--- src/rtl/hb_pkg.sv ---
package hb_pkg;
    typedef enum logic [1:0] {
        HB_IDLE   = 2'd0,
        HB_LISTEN = 2'd1,
        HB_HEARD  = 2'd2
    } hb_state_e;
endpackage

--- src/rtl/hb_sync.sv ---
module hb_sync #(
    parameter int STAGES = 2
) (
    input  logic clk,
    input  logic rst_n,
    input  logic d,
    output logic q
);
    logic [STAGES-1:0] chain;

    generate
        if (STAGES == 1) begin : g_one
            always_ff @(posedge clk or negedge rst_n) begin
                if (!rst_n) chain <= '0;
                else        chain <= d;
            end
        end else begin : g_many
            always_ff @(posedge clk or negedge rst_n) begin
                if (!rst_n) chain <= '0;
                else        chain <= {chain[STAGES-2:0], d};
            end
        end
    endgenerate

    assign q = chain[STAGES-1];
endmodule

--- src/rtl/hb_win_timer.sv ---
module hb_win_timer #(
    parameter int WIN = 20
) (
    input  logic clk,
    input  logic rst_n,
    input  logic start,
    input  logic run,
    output logic expire
);
    localparam int CW = (WIN > 1) ? $clog2(WIN) : 1;
    localparam logic [CW-1:0] LAST = CW'(WIN - 1);

    logic [CW-1:0] cnt;

    always_ff @(posedge clk or negedge rst_n) begin
        if (!rst_n)                cnt <= '0;
        else if (start)            cnt <= '0;
        else if (run && !expire)   cnt <= cnt + 1'b1;
    end

    assign expire = (cnt == LAST);
endmodule

--- src/rtl/hb_evt_flag.sv ---
module hb_evt_flag (
    input  logic clk,
    input  logic rst_n,
    input  logic set,
    input  logic clr,
    output logic q
);
    always_ff @(posedge clk or negedge rst_n) begin
        if (!rst_n)    q <= 1'b0;
        else if (set)  q <= 1'b1;
        else if (clr)  q <= 1'b0;
    end
endmodule

--- src/rtl/hb_watch.sv ---
module hb_watch
    import hb_pkg::*;
#(
    parameter int WIN_CYCLES  = 20,
    parameter int SYNC_STAGES = 2
) (
    input  logic clk,
    input  logic rst_n,
    input  logic frame_done,
    input  logic col_in,
    input  logic chk_en,
    input  logic txe_mask,
    input  logic evt_clr,
    output logic stat_wr,
    output logic stat_hb_err,
    output logic col_err,
    output logic txe_evt,
    output logic txe_irq
);
    hb_state_e state_q, state_d;
    logic      col_s;
    logic      expire;
    logic      heard;
    logic      rep;
    logic      rep_fail;
    logic      open_win;

    hb_sync #(.STAGES(SYNC_STAGES)) u_sync (
        .clk   (clk),
        .rst_n (rst_n),
        .d     (col_in),
        .q     (col_s)
    );

    hb_win_timer #(.WIN(WIN_CYCLES)) u_timer (
        .clk    (clk),
        .rst_n  (rst_n),
        .start  (open_win),
        .run    (state_q != HB_IDLE),
        .expire (expire)
    );

    // next state and report decision
    always_comb begin
        state_d  = state_q;
        rep      = 1'b0;
        rep_fail = 1'b0;
        open_win = 1'b0;
        heard    = (state_q == HB_HEARD) || col_s;
        unique case (state_q)
            HB_IDLE: begin
                if (chk_en && frame_done) begin
                    open_win = 1'b1;
                    state_d  = HB_LISTEN;
                end
            end
            HB_LISTEN, HB_HEARD: begin
                if (!chk_en) begin
                    state_d = HB_IDLE;
                end else if (frame_done) begin
                    rep      = 1'b1;
                    rep_fail = !heard;
                    open_win = 1'b1;
                    state_d  = HB_LISTEN;
                end else if (expire) begin
                    rep      = 1'b1;
                    rep_fail = !heard;
                    state_d  = HB_IDLE;
                end else begin
                    state_d  = heard ? HB_HEARD : HB_LISTEN;
                end
            end
            default: state_d = HB_IDLE;
        endcase
    end

    // state register
    always_ff @(posedge clk or negedge rst_n) begin
        if (!rst_n) state_q <= HB_IDLE;
        else        state_q <= state_d;
    end

    // registered outputs
    always_ff @(posedge clk or negedge rst_n) begin
        if (!rst_n) begin
            stat_wr     <= 1'b0;
            stat_hb_err <= 1'b0;
            col_err     <= 1'b0;
        end else begin
            stat_wr     <= rep;
            stat_hb_err <= rep && rep_fail;
            col_err     <= (state_q == HB_IDLE) && col_s;
        end
    end

    hb_evt_flag u_evt (
        .clk   (clk),
        .rst_n (rst_n),
        .set   (rep && rep_fail),
        .clr   (evt_clr),
        .q     (txe_evt)
    );

    assign txe_irq = txe_evt && txe_mask;
endmodule

--- config.mk ---
export PLATFORM = sky130hd
export DESIGN_NAME = hb_watch
export DESIGN_NICKNAME = d
export VERILOG_FILES = /design/src/rtl/hb_pkg.sv /design/src/rtl/hb_sync.sv /design/src/rtl/hb_win_timer.sv /design/src/rtl/hb_evt_flag.sv /design/src/rtl/hb_watch.sv
export SDC_FILE = /design/constraint.sdc
export NUM_CORES = 1
export LEC_CHECK = 0
export BUFFER_PORTS_ARGS = -buffer_cell sky130_fd_sc_hd__clkbuf_2
export CORE_MARGIN = 3
export CORE_UTILIZATION = 45
export CTS_BUF_LIST = sky130_fd_sc_hd__clkbuf_4
export CTS_CLUSTER_SIZE = 25
export DETAILED_ROUTE_END_ITERATION = 10
export PLACE_DENSITY_LB_ADDON = 0.15
export SYNTH_ARGS = -nofsm -noshare
export SYNTH_HDL_FRONTEND = slang
export SYNTH_HIERARCHICAL = 1
export SYNTH_SLANG_ARGS = --single-unit
--- constraint.sdc ---
create_clock -name clk -period 1.98 [get_ports clk]
set_input_delay 0.297 -clock clk [delete_from_list [all_inputs] [get_ports clk]]
set_output_delay 0.297 -clock clk [all_outputs]
set_load 0.1 [all_outputs]
==> metrics.txt, run 1 <==
Layout Area Growth over Synthesis=19.5%; drt initial violations=2; Clock power frac=0.184; final wirelength=around 1 mm; ranking of synthesized cells by area=dfrtp_1, ha_1, nor2_1; CTS Sinks=13; HP Class=in2reg; Reg clk slew, reported paths=0.08 ns; Switching Fraction=0.412; Design Area, Final=744 um^2; GRT met1 Usage=0.186; synthesized flop and latch total=13; Critical R2R Launch=state_q[1]; Critical Path AT=approximately 1.7 ns; worst-margin pin slew=0.547 ns; fin crit share=0.779; unrepaired setup endpoints after global routing=no; setup violators final=0; vias in the first global route=slightly above 400; Post-Route Skew=~0.0029 ns; DR WL/cell=11.4 um; GR peak layer=met1; dominant cell type by area after synthesis=dfrtp_1; Starting Density=0.519; Post-CTS Resized=0; power per standard cell area=1250 nW/um^2; Mapped Cells=57; Max-Cap Viols=0; Final nets=86; Slew HR=0.637; routed vias=431; Die W=around 43 um; most used cell, CP=nor2_1; sequential share of power=0.389; met3 usage=0.0254; Period minus WS final=1.54 ns; sequential area share after synthesis=0.522; placed cell area=704 um^2; Worst setup SP type=flip-flop; antenna violations before repair=0; Clock Root Buffer=clkbuf_4; drt pass-1 iters=4; Syn Std Cell Area=623 um^2; area of the core=1200 um^2; critical path startpoint=state_q[1]; Hold Startpoint=col_in; Mapped Avg Cell Area=10.9 um^2; crit end category=flip-flop; H-Tree Depth=1; synth unique cells=24; Rows=12; status=finished clean; Synth Net Count=68; CTS Buf Count=3; slowest stage cell on the critical path=dfrtp_1; CP required=2.14 ns; port bufs=11; Synth warnings=6; top-level port count=12; Vias/cell=4.90; clk buf depth=2; Net Sw Power=0.000385 W; Detail Placement HPWL=771 um; met2 capacity usage during global routing=0.177; first-pass GRT wire length=~1.8 mm; worst-path cell chain=inv_1, ha_1, nor2_1, nor3_1, buf_4, nor2_1, mux2_2; die area=approximately 1900 um^2; Final ANT Viol Nets=0; fmax=0.648 GHz; clock latency on the worst-skew pair=0.26 ns; antenna cells=0; share of cells above drive strength 1=0.284; DRC violations left=0; GPL Wtd Cong=0.756; worst-path maximum fanout=7; largest net degree at the start of global routing=14; Setup TNS=0 ns; grt ovf=0; Crit Path Category=reg2reg; CTS tree=built; worst ir drop on vdd=~0.00062 V; Power Internal=0.000549 W; chip height=43.2 um; final slew viol count=0; Logic pwr share=0.427; Hold Vio Cnt, Final=0; crit-path max cell delay=around 0.40 ns; Synth top area share=0.522; leak pwr=~0.38 nW; GR Util All Layers=0.132
-- logic make-up (layout without fill, tap and decap cells) --
kind of cell | count (synthesis) | after routing | synth area share
muxes | 3 | 3 | 0.0522
adders and majority gates | 4 | 4 | 0.0803
xor gates and xnor gates | 2 | 2 | 0.0281
DFF | 13 | 13 | 0.522
buffers and inverters | 4 | 21 | 0.0241
AOI/OAI and AO/OA | 5 | 5 | 0.0622
and+or+nand+nor | 26 | 26 | 0.231
-- repair_timing --
action | 4_1_cts | 5_1_grt
endpoints found under the setup margin | 0 | 0
endpoints found under the hold margin | 13 | 0
hold buffers | 1 | 0
setup buffers | 0 | 0
-- power by group through the flow --
stage	logic, W	registers (W)	clock network [W]
finish	0.000399	0.000363	0.000172
global route	0.000440	0.000372	0.000197
CTS	0.000403	0.000363	0.000176
detailed placement	0.000399	0.000368	0
global placement	0.000396	0.000366	0
floorplan	0.000218	0.000471	0
-- layout by cell type (no fill, tap or decap), drive strengths merged, types with 2 or more instances in the layout --
| master | n |
|---|---|
| mux2 | 2 |
| or3 | 2 |
| and2 | 2 |
| clkbuf | 15 |
| nor2b | 2 |
| nor2 | 7 |
| nand4 | 2 |
| inv | 4 |
| nand2b | 2 |
| xor2 | 2 |
| nor3 | 2 |
| nand2 | 4 |
| ha | 4 |
| dfrtp | 13 |
-- final timing paths --
path	end	slack, ns	cells after the start
min in group asynchronous	state_q[0]	0.45	2
worst max register to register	u_timer/cnt[0]	0.44	7
worst max-delay path	u_timer/cnt[0]	0.44	7
worst min-delay path	u_sync/chain[0]	0.14	1
worst min register to register	u_sync/chain[1]	0.35	0
max in group asynchronous	u_sync/chain[1]	1.29	2
-- layout make-up --
type | count | area [um^2]
Tap cell | 14 | 17.5
Clock buffer | 4 | 30.0
Inverter | 4 | 15.0
Timing Repair Buffer | 13 | 72.6
Sequential cell | 13 | 325
Multi-Input combinational cell | 40 | 284
Fill cell | 112 | 457
-- cell usage after synthesis --
cell	n
dfrtp_1	13
nor2_1	7
ha_1	4
inv_1	4
nand2_1	4
and2_1	2
nand2b_1	2
nand4_1	2
nor3_1	2
or3_1	2
xor2_1	2
a21o_1	1
a21oi_1	1
and4bb_4	1
mux2_1	1
mux2_2	1
mux2i_1	1
nand3_1	1
nor2b_1	1
nor2b_2	1
nor4_1	1
o2111ai_1	1
o21ai_0	1
o22ai_2	1
-- state kept, by name, indices dropped and copies added (netlist names) --
name          flops
u_evt/q           1
stat_wr           1
stat_hb_err       1
u_timer/cnt       5
state_q           2
u_sync/chain      2
col_err           1
-- metal layers --
layer,routed length (um),vias up,share of wire
met1,521,193,0.52
met3,34,2,0.034
met2,433,5,0.43
met4,14,0,0.014
li1,-,231,-
met5,0,-,0
-- critical path: cells and delay by family (launching register included) --
kind	cells	cell delay [ns]
and+or+nand+nor	3	0.24
adders and majority gates	1	0.31
muxes	1	0.25
DFF	1	0.40
buffers and inverters	2	0.24
-- metrics by stage --
step	setup slack [ns]	util	total power [W]	std cells	hold slack, ns
after CTS	0.414	0.620	0.000941	88	0.129
final	0.438	0.620	0.000934	88	0.136
after global routing	0.276	0.620	0.00101	88	0.114
after global placement	0.457	0.586	0.000762	83	0.208
after detailed placement	0.432	0.586	0.000767	83	0.210
after floorplan	0.160	-	0.000689	57	0.00141
Note: power is estimated with default switching activity, not from simulation.
==> inputs of run 2 (changes only) <==
==> constraint.sdc (replaced) <==
create_clock -name clk -period 1.4 [get_ports clk]
set_input_delay 0.21 -clock clk [delete_from_list [all_inputs] [get_ports clk]]
set_output_delay 0.21 -clock clk [all_outputs]
set_load 0.1 [all_outputs]
==> run 2 against run 1 <==
Wire length grew 33%; flip-flop and latch count is the same; hold slack lost 0.094 ns; sequential share of layout area shrank 7.7 points; critical path type unchanged; largest power group unchanged.
==> metrics.txt, run 2 (synthesized netlist as in run 1, its figures left out) <==
drt pass-1 iters=4 (unchanged); Worst setup SP type=flip-flop (unchanged); Max-Cap Viols=0 (unchanged); Die W=43.2 um (unchanged); worst-path cell chain=ha_2, and4bb_4, nor2_4, nor4_2, a21o_1 (was inv_1, ha_1, nor2_1, nor3_1, buf_4, nor2_1, mux2_2); Period minus WS final=1.39 ns (was 1.54 ns); slowest stage cell on the critical path=dfrtp_1 (unchanged); Crit Path Category=reg2reg (unchanged); Post-Route Skew=0.000821 ns (was 0.00287 ns); CP required=1.61 ns (was 2.14 ns); commonest non-fill, non-tap cell in the layout=dfrtp_1 (unchanged); power per standard cell area=1840 nW/um^2 (was 1250 nW/um^2); H-Tree Depth=1 (unchanged); port bufs=11 (unchanged); Critical Path AT=1.60 ns (was 1.70 ns); HP Class=in2reg (unchanged); first-pass GRT wire length=2.01 mm (was 1.81 mm); area of the core=1200 um^2 (unchanged); clk buf depth=2 (unchanged); Final ANT Viol Nets=0 (unchanged); final slew viol count=0 (unchanged); Starting Density=0.519 (unchanged); clock latency on the worst-skew pair=0.27 ns (was 0.26 ns); antenna violations before repair=0 (unchanged); Slew HR=0.643 (was 0.637); GPL Wtd Cong=0.753 (was 0.756); CTS Sinks=13 (unchanged); Hold Vio Cnt, Final=0 (unchanged); Hold WS=0.0423 ns (was 0.136 ns); grt ovf=0 (unchanged); Reg clk slew, reported paths=0.08 ns (about the same); Layout Area Growth over Synthesis=45.6% (was 19.5%); Vias/cell=5.30 (was 4.90); leak pwr=0.442 nW (was 0.384 nW); drt initial violations=9 (was 2); CTS Buf Count=3 (unchanged); crit-path max cell delay=0.36 ns (was 0.40 ns); GR Util All Layers=0.144 (was 0.132); register bank with the most flops=u_timer/cnt (unchanged); Clock Root Buffer=clkbuf_4 (unchanged); worst slack, placed=-0.0363 ns (was 0.432 ns); chip height=43.2 um (unchanged); Setup WS post-layout=0.0113 ns (was 0.438 ns); worst ir drop on vdd=0.000966 V (was 0.000624 V); routed vias=514 (was 431); CTS tree=built (unchanged); Design Area, Final=907 um^2 (was 744 um^2); max reg flops=5 (unchanged); share of cells above drive strength 1=0.506 (was 0.284); Rows=12 (unchanged); antenna cells=0 (unchanged); placed cell area=815 um^2 (was 704 um^2); top-level port count=12 (unchanged); commonest cells after routing, fill and taps aside=dfrtp_1, buf_4, clkbuf_2 (was dfrtp_1, clkbuf_2, nor2_1); unrepaired setup endpoints after global routing=yes (was no); Detail Placement HPWL=944 um (was 771 um); setup violators final=0 (unchanged); crit end category=flip-flop (unchanged); Top Registers=u_timer/cnt x5, state_q x2, u_sync/chain x2 (unchanged); Final nets=95 (was 86); worst-path maximum fanout=4 (was 7); fin crit share=0.992 (was 0.779); worst-margin pin slew=0.538 ns (was 0.547 ns); Setup TNS=0 ns (unchanged); fmax=0.720 GHz (was 0.648 GHz); final wirelength=1.33 mm (was 1.01 mm); die area=1870 um^2 (unchanged); status=finished clean (unchanged); DRC violations left=0 (unchanged); DR WL/cell=13.8 um (was 11.4 um); largest net degree at the start of global routing=14 (unchanged); Fillers=89 (was 112); vias in the first global route=468 (was 415)
run 2: changes by cell type in the layout (fill, tap and decap cells not counted), sizes merged:
cell / previous run / this run
buf: 1 / 12
clkbuf: 15 / 13
run 2: worst paths after layout:
path,from,endpoint,slack [ns],depth (start not counted)
min reg2reg,u_sync/chain[0],u_sync/chain[1],0.37,0
min in group asynchronous,rst_n,stat_hb_err,0.36,2
max,u_timer/cnt[1],u_evt/q,0.01,5
max reg2reg,u_timer/cnt[1],u_evt/q,0.01,5
min,col_in,u_sync/chain[0],0.04,1
max in group asynchronous,rst_n,u_evt/q,0.78,2
run 2: where the power goes:
part | internal (W) | switching, W | leakage, nW
logic | 0.000409 | 0.000507 | 0.256
clock network | 0.000130 | 0.000118 | 0.0184
registers | 0.000457 | 0.0000448 | 0.168
run 2: layout make-up:
type | instances | area (um^2) | share of cell area
tap | 14 | 17.5 | 0.0193
multi-input combinational | 40 | 357 | 0.393
timing repair buffer | 22 | 161 | 0.178
inverter | 4 | 15.0 | 0.0166
sequential | 13 | 327 | 0.360
clock buffer | 4 | 30.0 | 0.0331
run 2: per-layer routing:
layer / GRT usage / share of wire
met1: 0.182 / 0.44
met2: 0.224 / 0.50
met3: 0.0636 / 0.055
met4: 0.0361 / 0.0075
met5: 0 / 0
run 2: critical path: cells and delay by family (launching register included):
kind,cells,cell delay [ns]
and+or+nand+nor,3,0.66
DFF,1,0.36
adders and majority gates,1,0.19
AOI/OAI and AO/OA,1,0.12
run 2: per-stage QoR:
stage,utilization,total power [W],std cells
after floorplan,-,0.00106,57
after global placement,0.678,0.00130,91
after detailed placement,0.678,0.00132,91
after CTS,0.722,0.00160,97
after global routing,0.755,0.00176,97
final,0.755,0.00167,97
run 2: timing repair:
action | in CTS | in global routing
resized for setup | 3 | 10
buffers inserted | 1 | 0
hold endpoints to repair | 13 | 0
setup endpoints to repair | 3 | 6
pin swaps | 1 | 0
hold buffers | 1 | 0
